==> config.mk <==
export PLATFORM = sky130hd
export DESIGN_NAME = flash_wp_status
export DESIGN_NICKNAME = d
export VERILOG_FILES = /design/src/rtl/flash_wp_status.sv
export SDC_FILE = /design/constraint.sdc
export NUM_CORES = 1
export LEC_CHECK = 0
export BUFFER_PORTS_ARGS = -buffer_cell sky130_fd_sc_hd__buf_4
export CAP_MARGIN = 0
export CORE_MARGIN = 4
export CORE_UTILIZATION = 39
export DETAILED_ROUTE_END_ITERATION = 12
export MAX_ROUTING_LAYER = met4
export PLACE_DENSITY = 0.94
export SLEW_MARGIN = 0
export SYNTH_ARGS = -nofsm -noshare
export SYNTH_HDL_FRONTEND = slang
export SYNTH_SLANG_ARGS = --single-unit
==> constraint.sdc <==
create_clock -name clk -period 4.16 [get_ports clk]
set_input_delay 0.624 -clock clk [delete_from_list [all_inputs] [get_ports clk]]
set_output_delay 0.624 -clock clk [all_outputs]
set_load 0.01 [all_outputs]
==> src/rtl/flash_wp_status.sv <==
module flash_wp_status #(
  parameter int ADDR_W    = 18,
  parameter int SECTOR_AW = 12,
  parameter int BLK_S_AW  = 15,
  parameter int BLK_L_AW  = 16,
  parameter logic [1:0] RST_LEVEL = 2'b11
) (
  input  logic              clk,
  input  logic              rst_n,
  input  logic              wren_stb,
  input  logic              wrdi_stb,
  input  logic              ewsr_stb,
  input  logic              wrsr_stb,
  input  logic [7:0]        wrsr_data,
  input  logic              req_stb,
  input  logic [2:0]        req_kind,
  input  logic [ADDR_W-1:0] req_addr,
  input  logic              done_stb,
  input  logic              top_lock_stb,
  input  logic              bot_lock_stb,
  input  logic              wp_n,
  output logic              permit,
  output logic [7:0]        status,
  output logic              top_lock,
  output logic              bot_lock
);

  localparam logic [2:0] K_BYTE = 3'd0;
  localparam logic [2:0] K_WORD = 3'd1;
  localparam logic [2:0] K_SEC  = 3'd2;
  localparam logic [2:0] K_BLKS = 3'd3;
  localparam logic [2:0] K_BLKL = 3'd4;
  localparam logic [2:0] K_CHIP = 3'd5;

  localparam logic [ADDR_W-1:0] SEC_MASK  = {{(ADDR_W-SECTOR_AW){1'b0}}, {SECTOR_AW{1'b1}}};
  localparam logic [ADDR_W-1:0] BLKS_MASK = {{(ADDR_W-BLK_S_AW){1'b0}}, {BLK_S_AW{1'b1}}};
  localparam logic [ADDR_W-1:0] BLKL_MASK = {{(ADDR_W-BLK_L_AW){1'b0}}, {BLK_L_AW{1'b1}}};
  localparam logic [ADDR_W-1:0] TOP_SEC   = ~SEC_MASK;
  localparam logic [ADDR_W-1:0] HALF_BASE = {1'b1, {(ADDR_W-1){1'b0}}};
  localparam logic [ADDR_W-1:0] QTR_BASE  = {2'b11, {(ADDR_W-2){1'b0}}};

  logic       busy_q, wel_q, sess_q, bpl_q, arm_q, top_lock_q, bot_lock_q;
  logic [1:0] lvl_q;
  logic [ADDR_W-1:0] span, lo, hi;
  logic       lvl_hit, top_hit, bot_hit, kind_ok, grant, wrsr_ok, frozen, refused;

  logic unused_data;
  assign unused_data = ^{wrsr_data[6:4], wrsr_data[1:0]};

  always_comb begin
    case (req_kind)
      K_BYTE:  span = '0;
      K_WORD:  span = {{(ADDR_W-1){1'b0}}, 1'b1};
      K_SEC:   span = SEC_MASK;
      K_BLKS:  span = BLKS_MASK;
      K_BLKL:  span = BLKL_MASK;
      default: span = '1;
    endcase
  end

  assign lo = req_addr & ~span;
  assign hi = req_addr | span;

  always_comb begin
    case (lvl_q)
      2'b00:   lvl_hit = 1'b0;
      2'b01:   lvl_hit = hi >= QTR_BASE;
      2'b10:   lvl_hit = hi >= HALF_BASE;
      default: lvl_hit = 1'b1;
    endcase
  end

  assign top_hit = top_lock_q && (hi >= TOP_SEC);
  assign bot_hit = bot_lock_q && (lo <= SEC_MASK);
  assign kind_ok = req_kind <= K_CHIP;
  assign grant   = req_stb && !busy_q && wel_q && kind_ok && !lvl_hit && !top_hit && !bot_hit;
  assign refused = req_stb && !busy_q && !grant;
  assign wrsr_ok = wrsr_stb && arm_q;
  assign frozen  = bpl_q && !wp_n;

  always_ff @(posedge clk or negedge rst_n) begin
    if (!rst_n) begin
      busy_q     <= 1'b0;
      wel_q      <= 1'b0;
      sess_q     <= 1'b0;
      bpl_q      <= 1'b0;
      arm_q      <= 1'b0;
      lvl_q      <= RST_LEVEL;
      top_lock_q <= 1'b0;
      bot_lock_q <= 1'b0;
      permit     <= 1'b0;
    end else begin
      permit <= grant;

      if ((wren_stb && !busy_q) || ewsr_stb)
        arm_q <= 1'b1;
      else if (wren_stb || wrdi_stb || wrsr_stb || req_stb)
        arm_q <= 1'b0;

      if (wrdi_stb)
        wel_q <= 1'b0;
      else if (wren_stb && !busy_q)
        wel_q <= 1'b1;
      else if (wrsr_ok || refused)
        wel_q <= 1'b0;
      else if (done_stb && busy_q && !sess_q)
        wel_q <= 1'b0;

      if (wrdi_stb || refused)
        sess_q <= 1'b0;
      else if (grant && req_kind == K_WORD)
        sess_q <= 1'b1;

      if (grant)
        busy_q <= 1'b1;
      else if (done_stb)
        busy_q <= 1'b0;

      if (wrsr_ok && !frozen) begin
        lvl_q <= wrsr_data[3:2];
        bpl_q <= wrsr_data[7];
      end

      if (top_lock_stb) top_lock_q <= 1'b1;
      if (bot_lock_stb) bot_lock_q <= 1'b1;
    end
  end

  assign status   = {bpl_q, sess_q, 2'b00, lvl_q, wel_q, busy_q};
  assign top_lock = top_lock_q;
  assign bot_lock = bot_lock_q;

  assert_single_strobe_R12: assert property (@(posedge clk) disable iff (!rst_n)
    $onehot0({wren_stb, wrdi_stb, ewsr_stb, wrsr_stb, req_stb, done_stb, top_lock_stb, bot_lock_stb}));

  assert_done_when_busy_R8: assert property (@(posedge clk) disable iff (!rst_n)
    done_stb |-> busy_q);

  assert_permit_needs_wel_R3: assert property (@(posedge clk) disable iff (!rst_n)
    permit |-> $past(wel_q));

  assert_permit_sets_busy_R8: assert property (@(posedge clk) disable iff (!rst_n)
    permit |-> busy_q);

  assert_permit_pulse_R8: assert property (@(posedge clk) disable iff (!rst_n)
    permit |=> !permit);

  assert_full_level_blocks_R4: assert property (@(posedge clk) disable iff (!rst_n)
    permit |-> $past(lvl_q) != 2'b11);

  assert_chip_needs_clear_R6: assert property (@(posedge clk) disable iff (!rst_n)
    (permit && $past(req_kind) == K_CHIP) |->
      ($past(lvl_q) == 2'b00 && !$past(top_lock_q) && !$past(bot_lock_q)));

  assert_top_lock_sticky_R7: assert property (@(posedge clk) disable iff (!rst_n)
    top_lock_q |=> top_lock_q);

  assert_bot_lock_sticky_R7: assert property (@(posedge clk) disable iff (!rst_n)
    bot_lock_q |=> bot_lock_q);

  assert_frozen_level_R11: assert property (@(posedge clk) disable iff (!rst_n)
    (bpl_q && !wp_n) |=> ($stable(lvl_q) && bpl_q));

  assert_busy_ignores_req_R12: assert property (@(posedge clk) disable iff (!rst_n)
    (busy_q && req_stb) |=> !permit);

endmodule

**Yosys cells after proc, flatten, opt, wreduce, memory -nomap -nowiden**

Index checks and enable logic that the tools add are counted.

- Register bits: 10
- Input bits: 40
- Output and inout bits: 11
- Word-level logic and storage cells: 71

- $lt $le $gt $ge: 5
- Equality and inequality tests: 6
- Muxes and demuxes: 12
- Bitwise gates (word level): 3
- Reduce and logical (&&, ||, !) cells: 36

Operator list:

| operator | number |
|---|---|
| 18-bit case mux with 5 select lines | 1 |
| 18-bit greater-or-equal comparator, second input constant | 3 |
| 18-bit bitwise AND | 1 |
| 18-bit by 12-bit less-or-equal comparator with 1-bit output, second input constant | 1 |
| 18-bit NOT | 1 |
| 18-bit OR | 1 |
| 1-bit logical AND | 16 |
| 1-bit two-way mux | 10 |
| 1-bit logical NOT | 8 |
| 3-bit by 2-bit equality test with 1-bit output, second input constant | 2 |
| 1-bit logical OR | 6 |
| 2-bit nonzero test | 3 |
| 4-bit nonzero test | 1 |
| 3-bit by 1-bit equality test with 1-bit output, second input constant | 1 |
| 3-bit equality test, second input constant | 1 |
| 3-bit less-or-equal comparator, second input constant | 1 |
| 3-bit logical NOT | 1 |
| 1-bit case mux with 3 select lines | 1 |
| 2-bit by 1-bit equality test with 1-bit output, second input constant | 1 |
| 2-bit equality test, second input constant | 1 |
| 2-bit logical NOT | 1 |

**Longest topological paths before layout**

- Word-level depth: 15
- Gate-level depth with buffers: 6
- Depth with buffers taken out: 5

**Worst setup path after synthesis**

OpenSTA, ideal clock, no wires.

- Path kind: input -> register
- From: input port req_kind[2]
- To: register wel_q
- Library setup time: 0.111 ns
- Data arrival time: 1.729 ns
- Data required time: 4.049 ns
- Setup slack: 2.319 ns
- Stages on the path: 5
- Cells stage by stage: buf_6 > a211o_1 > a221oi_2 > o311ai_1 > a2111oi_2

- Word-level cells in the longest chain between the ends: 15

Ends and longest elaborated chain:

| what | line | source |
|---|---|---|
| from (decl) | 16 | `input logic [2:0] req_kind,` |
| 3-bit equality test (tied with other cells) | 51 | `case (req_kind)` |
| 18-bit case mux with 5 select lines | 51 |  |
| 18-bit OR | 62 | `assign hi = req_addr \| span;` |
| 18-bit greater-or-equal comparator, on equally long branches | 68, 67 |  |
| 1-bit case mux with 3 select lines | 65 | `case (lvl_q)` |
| 1-bit logical NOT | 76 | `assign grant = req_stb && !busy_q && wel_q && kind_ok && !lvl_hit && !top_hit && !bot_hit;` |
| 1-bit logical AND (2 in series) | 76 |  |
| 1-bit logical AND (*) | 76 |  |
| 1-bit logical NOT (*) | 77 | `assign refused = req_stb && !busy_q && !grant;` |
| 1-bit logical AND (*) | 77 |  |
| 1-bit logical OR (*) | 104 | `else if (wrsr_ok \|\| refused)` |
| 1-bit two-way mux | 104 |  |
| 1-bit two-way mux | 102 | `else if (wren_stb && !busy_q)` |
| 1-bit two-way mux | 100 | `if (wrdi_stb)` |
| to (signal assigned) | 101 | `wel_q <= 1'b0;` |
| to (signal assigned) | 103 | `wel_q <= 1'b1;` |
| to (signal assigned) | 105 | `wel_q <= 1'b0;` |
| to (decl) | 42 | `logic busy_q, wel_q, sess_q, bpl_q, arm_q, top_lock_q, bot_lock_q;` |

Mark *: on every way between the ends. The rest lies on a longest branch, timed or not.
A chain may end at the register's enable or synchronous reset.

**Worst setup path in the final report**

- From: register lvl_q[0]
- To: register busy_q

- Word-level cells in the longest chain between the ends: 7

Ends and longest elaborated chain:

| what | line | source |
|---|---|---|
| from (decl) | 43 | `logic [1:0] lvl_q;` |
| from (signal assigned) | 120 | `lvl_q <= wrsr_data[3:2];` |
| 2-bit equality test (tied with other cells) | 65 |  |
| 1-bit case mux with 3 select lines (*) | 65 |  |
| 1-bit logical NOT (*) | 76 |  |
| 1-bit logical AND (*) (3 in series) | 76 |  |
| 1-bit two-way mux / 2-bit nonzero test (equally long branches) | -- |  |
| to (signal assigned) | 83 | `busy_q <= 1'b0;` |
| to (signal assigned) | 115 | `busy_q <= 1'b1;` |
| to (signal assigned) | 117 | `busy_q <= 1'b0;` |
| to (decl) | 42 |  |

Marked as above.

==> flow_summary.json <==
{
  "status": "completed",
  "utilization_pct": 60.6,
  "final_layout_size_suffix_gt1_share_pct": 48.9,
  "worst_pin_slew_ns": 0.624,
  "syn_area_um2": 593,
  "synth.distinct_cells": 29,
  "grt_use_met2_pct": 26.3,
  "final_common_cell": "buf_4",
  "synth_area_leaders": "dfrtp_1, dfstp_2, buf_4",
  "whs_ns": 0.168,
  "period_minus_slack_ns": 1.77,
  "hold_viol": 0,
  "grt_util_met3_pct": 7.66,
  "worst_r2r_endpoint": "busy_q",
  "crit_slowest_cell": "dfstp_2",
  "p_per_area_nw_per_um2": 324,
  "drv_cap": 0,
  "start_util_pct": 43.4,
  "critPathTopFamily": "compound AO/OA/AOI/OAI gates",
  "period_share_pct": 42.7,
  "worstSetupPathDepth": 4,
  "drt_iter0_drc": 7,
  "root_buffer": "clkbuf_4",
  "clk_latency_ns": 0.27,
  "finClkSkew_ns": 0.00185,
  "cts_made_buffers": 3,
  "pin_count": 51,
  "worstPathRequired_ns": 4.27,
  "wire_per_inst_um": 15.2,
  "synth_cells": 59,
  "ant_nets": 0,
  "ctsHoldBuffers": 0,
  "pwr-share-clk_pct": 33.3,
  "maxSlewHeadroom_pct": 57.7,
  "fmax_mhz": 563,
  "layout_common_cells": "buf_4, dfrtp_1, inv_1",
  "synth_seq_cells": 10,
  "use_met1_pct": 17.6,
  "pre_cts_ws_ns": 2.15,
  "ff2ff_path_depth": 4,
  "endpoint": "busy_q",
  "setup_tns_ns": 0,
  "swShare_pct": 26.8,
  "postCtsSetupRepairBufs": 0,
  "die_x_um": 47.0,
  "leakage_nw": 0.403,
  "drc": 0,
  "busiest_layer": "met2",
  "critPathMaxStageDelay_ns": 0.59,
  "h-tree-depth": 1,
  "gp_congestion": 0.746,
  "cp_num_buf_inv": 0,
  "path_cells": "o211a_1 > o22ai_1 > o311ai_1 > o21ai_0",
  "intPower_w": 0.000196,
  "syn2layout_area_growth_pct": 39.7,
  "critPathLaunch": "lvl_q[0]",
  "first_pass_iters": 4,
  "rsz0062_at_grt": "false",
  "antenna_found_initial": 0,
  "grt_pass1_wl_um": 2380,
  "end_kind": "register",
  "cp_data_arrival_time_ns": 1.88,
  "hold_class": "in2async",
  "r2r_setup_slack_ns": 2.39,
  "syn_avg_cell_area_um2": 10.1,
  "grt_max_degree": 11,
  "synth_seq_area_share_pct": 42.6,
  "combPwrFrac_pct": 23.0,
  "power.net_switching_w": 0.0000720,
  "port_buffers": 31,
  "track_usage_pct": 16.8,
  "first_global_vias": 542,
  "critical_path_class": "reg2reg",
  "cts.sinks": 10,
  "core_area_um2": 1370,
  "setup_ws_ns": 2.39,
  "p_seq_share_pct": 43.7,
  "setup_viol": 0,
  "dieArea_um2": 2210,
  "wl_um": 1560,
  "synth_warnings": 0,
  "std_cell_rows": 13,
  "cts_resized": 0,
  "vias_per_cell": 5.74,
  "slew_viol_final": 0,
  "crit_path_max_fanout": 7,
  "fin_nets": 129,
  "peakVddDrop_mv": 0.253,
  "clkSlewWorstSetupHoldPaths_ns": 0.07,
  "via_count": 591,
  "hpwl_um": 1240,
  "tritoncts": "done",
  "r2r_start": "lvl_q[0]",
  "yosys.area.top_type": "dfrtp_1",
  "cts.path.max_buffers": 2,
  "die-height_um": 47.0,
  "yosysTopAreaCellShare_pct": 33.8,
  "num_antenna_cells": 0,
  "start_kind": "register",
  "grt-ovfl-total": 0
}
power groups by stage:
| stage | Sequential, W | Clock, W | Combinational, W |
|---|---|---|---|
| 2_1_floorplan | 0.000119 | 0 | 0.0000298 |
| 3_3_place_gp | 0.000118 | 0 | 0.0000594 |
| 3_5_place_dp | 0.000119 | 0 | 0.0000619 |
| 4_1_cts | 0.000117 | 0.0000922 | 0.0000620 |
| 5_1_grt | 0.000119 | 0.0000975 | 0.0000673 |
| 6_report | 0.000117 | 0.0000893 | 0.0000618 |
final cells by class:
type                    count  area (µm²)
flip-flops and latches     10         253
clock buffers               4        36.3
fillers                   122         538
repair buffers             31         233
multi-input cells          39         273
well taps                  15        18.8
inverters                   4        15.0
how the worst min path moves through the flow:
stage           from  endpoint  slack, ns
2_1_floorplan  rst_n     arm_q       0.33
3_3_place_gp   rst_n  top_lock       0.46
3_5_place_dp   rst_n     bpl_q       0.46
4_1_cts        rst_n     bpl_q       0.16
5_1_grt        rst_n     bpl_q       0.15
6_report       rst_n  top_lock       0.17
synth_stat cells:
| library cell | n |
|---|---|
| a2111oi_2 | 1 |
| a211o_1 | 3 |
| a21oi_1 | 3 |
| a221oi_2 | 1 |
| a31oi_1 | 1 |
| a32o_1 | 1 |
| and3_1 | 1 |
| buf_4 | 6 |
| buf_6 | 1 |
| conb_1 | 1 |
| dfrtp_1 | 8 |
| dfstp_2 | 2 |
| inv_1 | 4 |
| mux2_2 | 2 |
| nand2_1 | 3 |
| nand2b_1 | 2 |
| nand3_1 | 2 |
| nor2_1 | 1 |
| nor3b_1 | 1 |
| nor4_1 | 2 |
| o2111ai_1 | 1 |
| o211a_1 | 1 |
| o21ai_0 | 3 |
| o21bai_1 | 1 |
| o22ai_1 | 2 |
| o311ai_1 | 1 |
| o31ai_1 | 1 |
| o41ai_1 | 1 |
| or2_2 | 2 |
through the flow:
| stage | power (W) | instance area [µm²] | instances |
|---|---|---|---|
| detailed placement | 0.000181 | 792 | 99 |
| finish | 0.000268 | 828 | 103 |
| global route | 0.000284 | 828 | 103 |
| CTS | 0.000271 | 828 | 103 |
| floorplan | 0.000149 | 597 | 60 |
| global placement | 0.000178 | 792 | 99 |
metal layers:
| layer | vias to the layer above | wire length (µm) |
|---|---|---|
| li1 | 276 | - |
| met1 | 272 | 581 |
| met2 | 39 | 759 |
| met3 | 4 | 180 |
| met4 | 0 | 41 |
| met5 | - | 0 |
cells by family after synthesis:
kind of cell / share of synthesized area, %
AOI/OAI and AO/OA: 28.1
buffers and inverters: 12.0
DFF: 42.6
muxes: 3.80
other: 0.632
and+or+nand+nor: 12.9
state kept, by name (all words and copies together) (netlist names):
name,cells
bpl_q,1
wel_q,1
arm_q,1
bot_lock,1
top_lock,1
busy_q,1
lvl_q,2
sess_q,1
permit,1
Note: power is estimated with default switching activity, not from simulation.
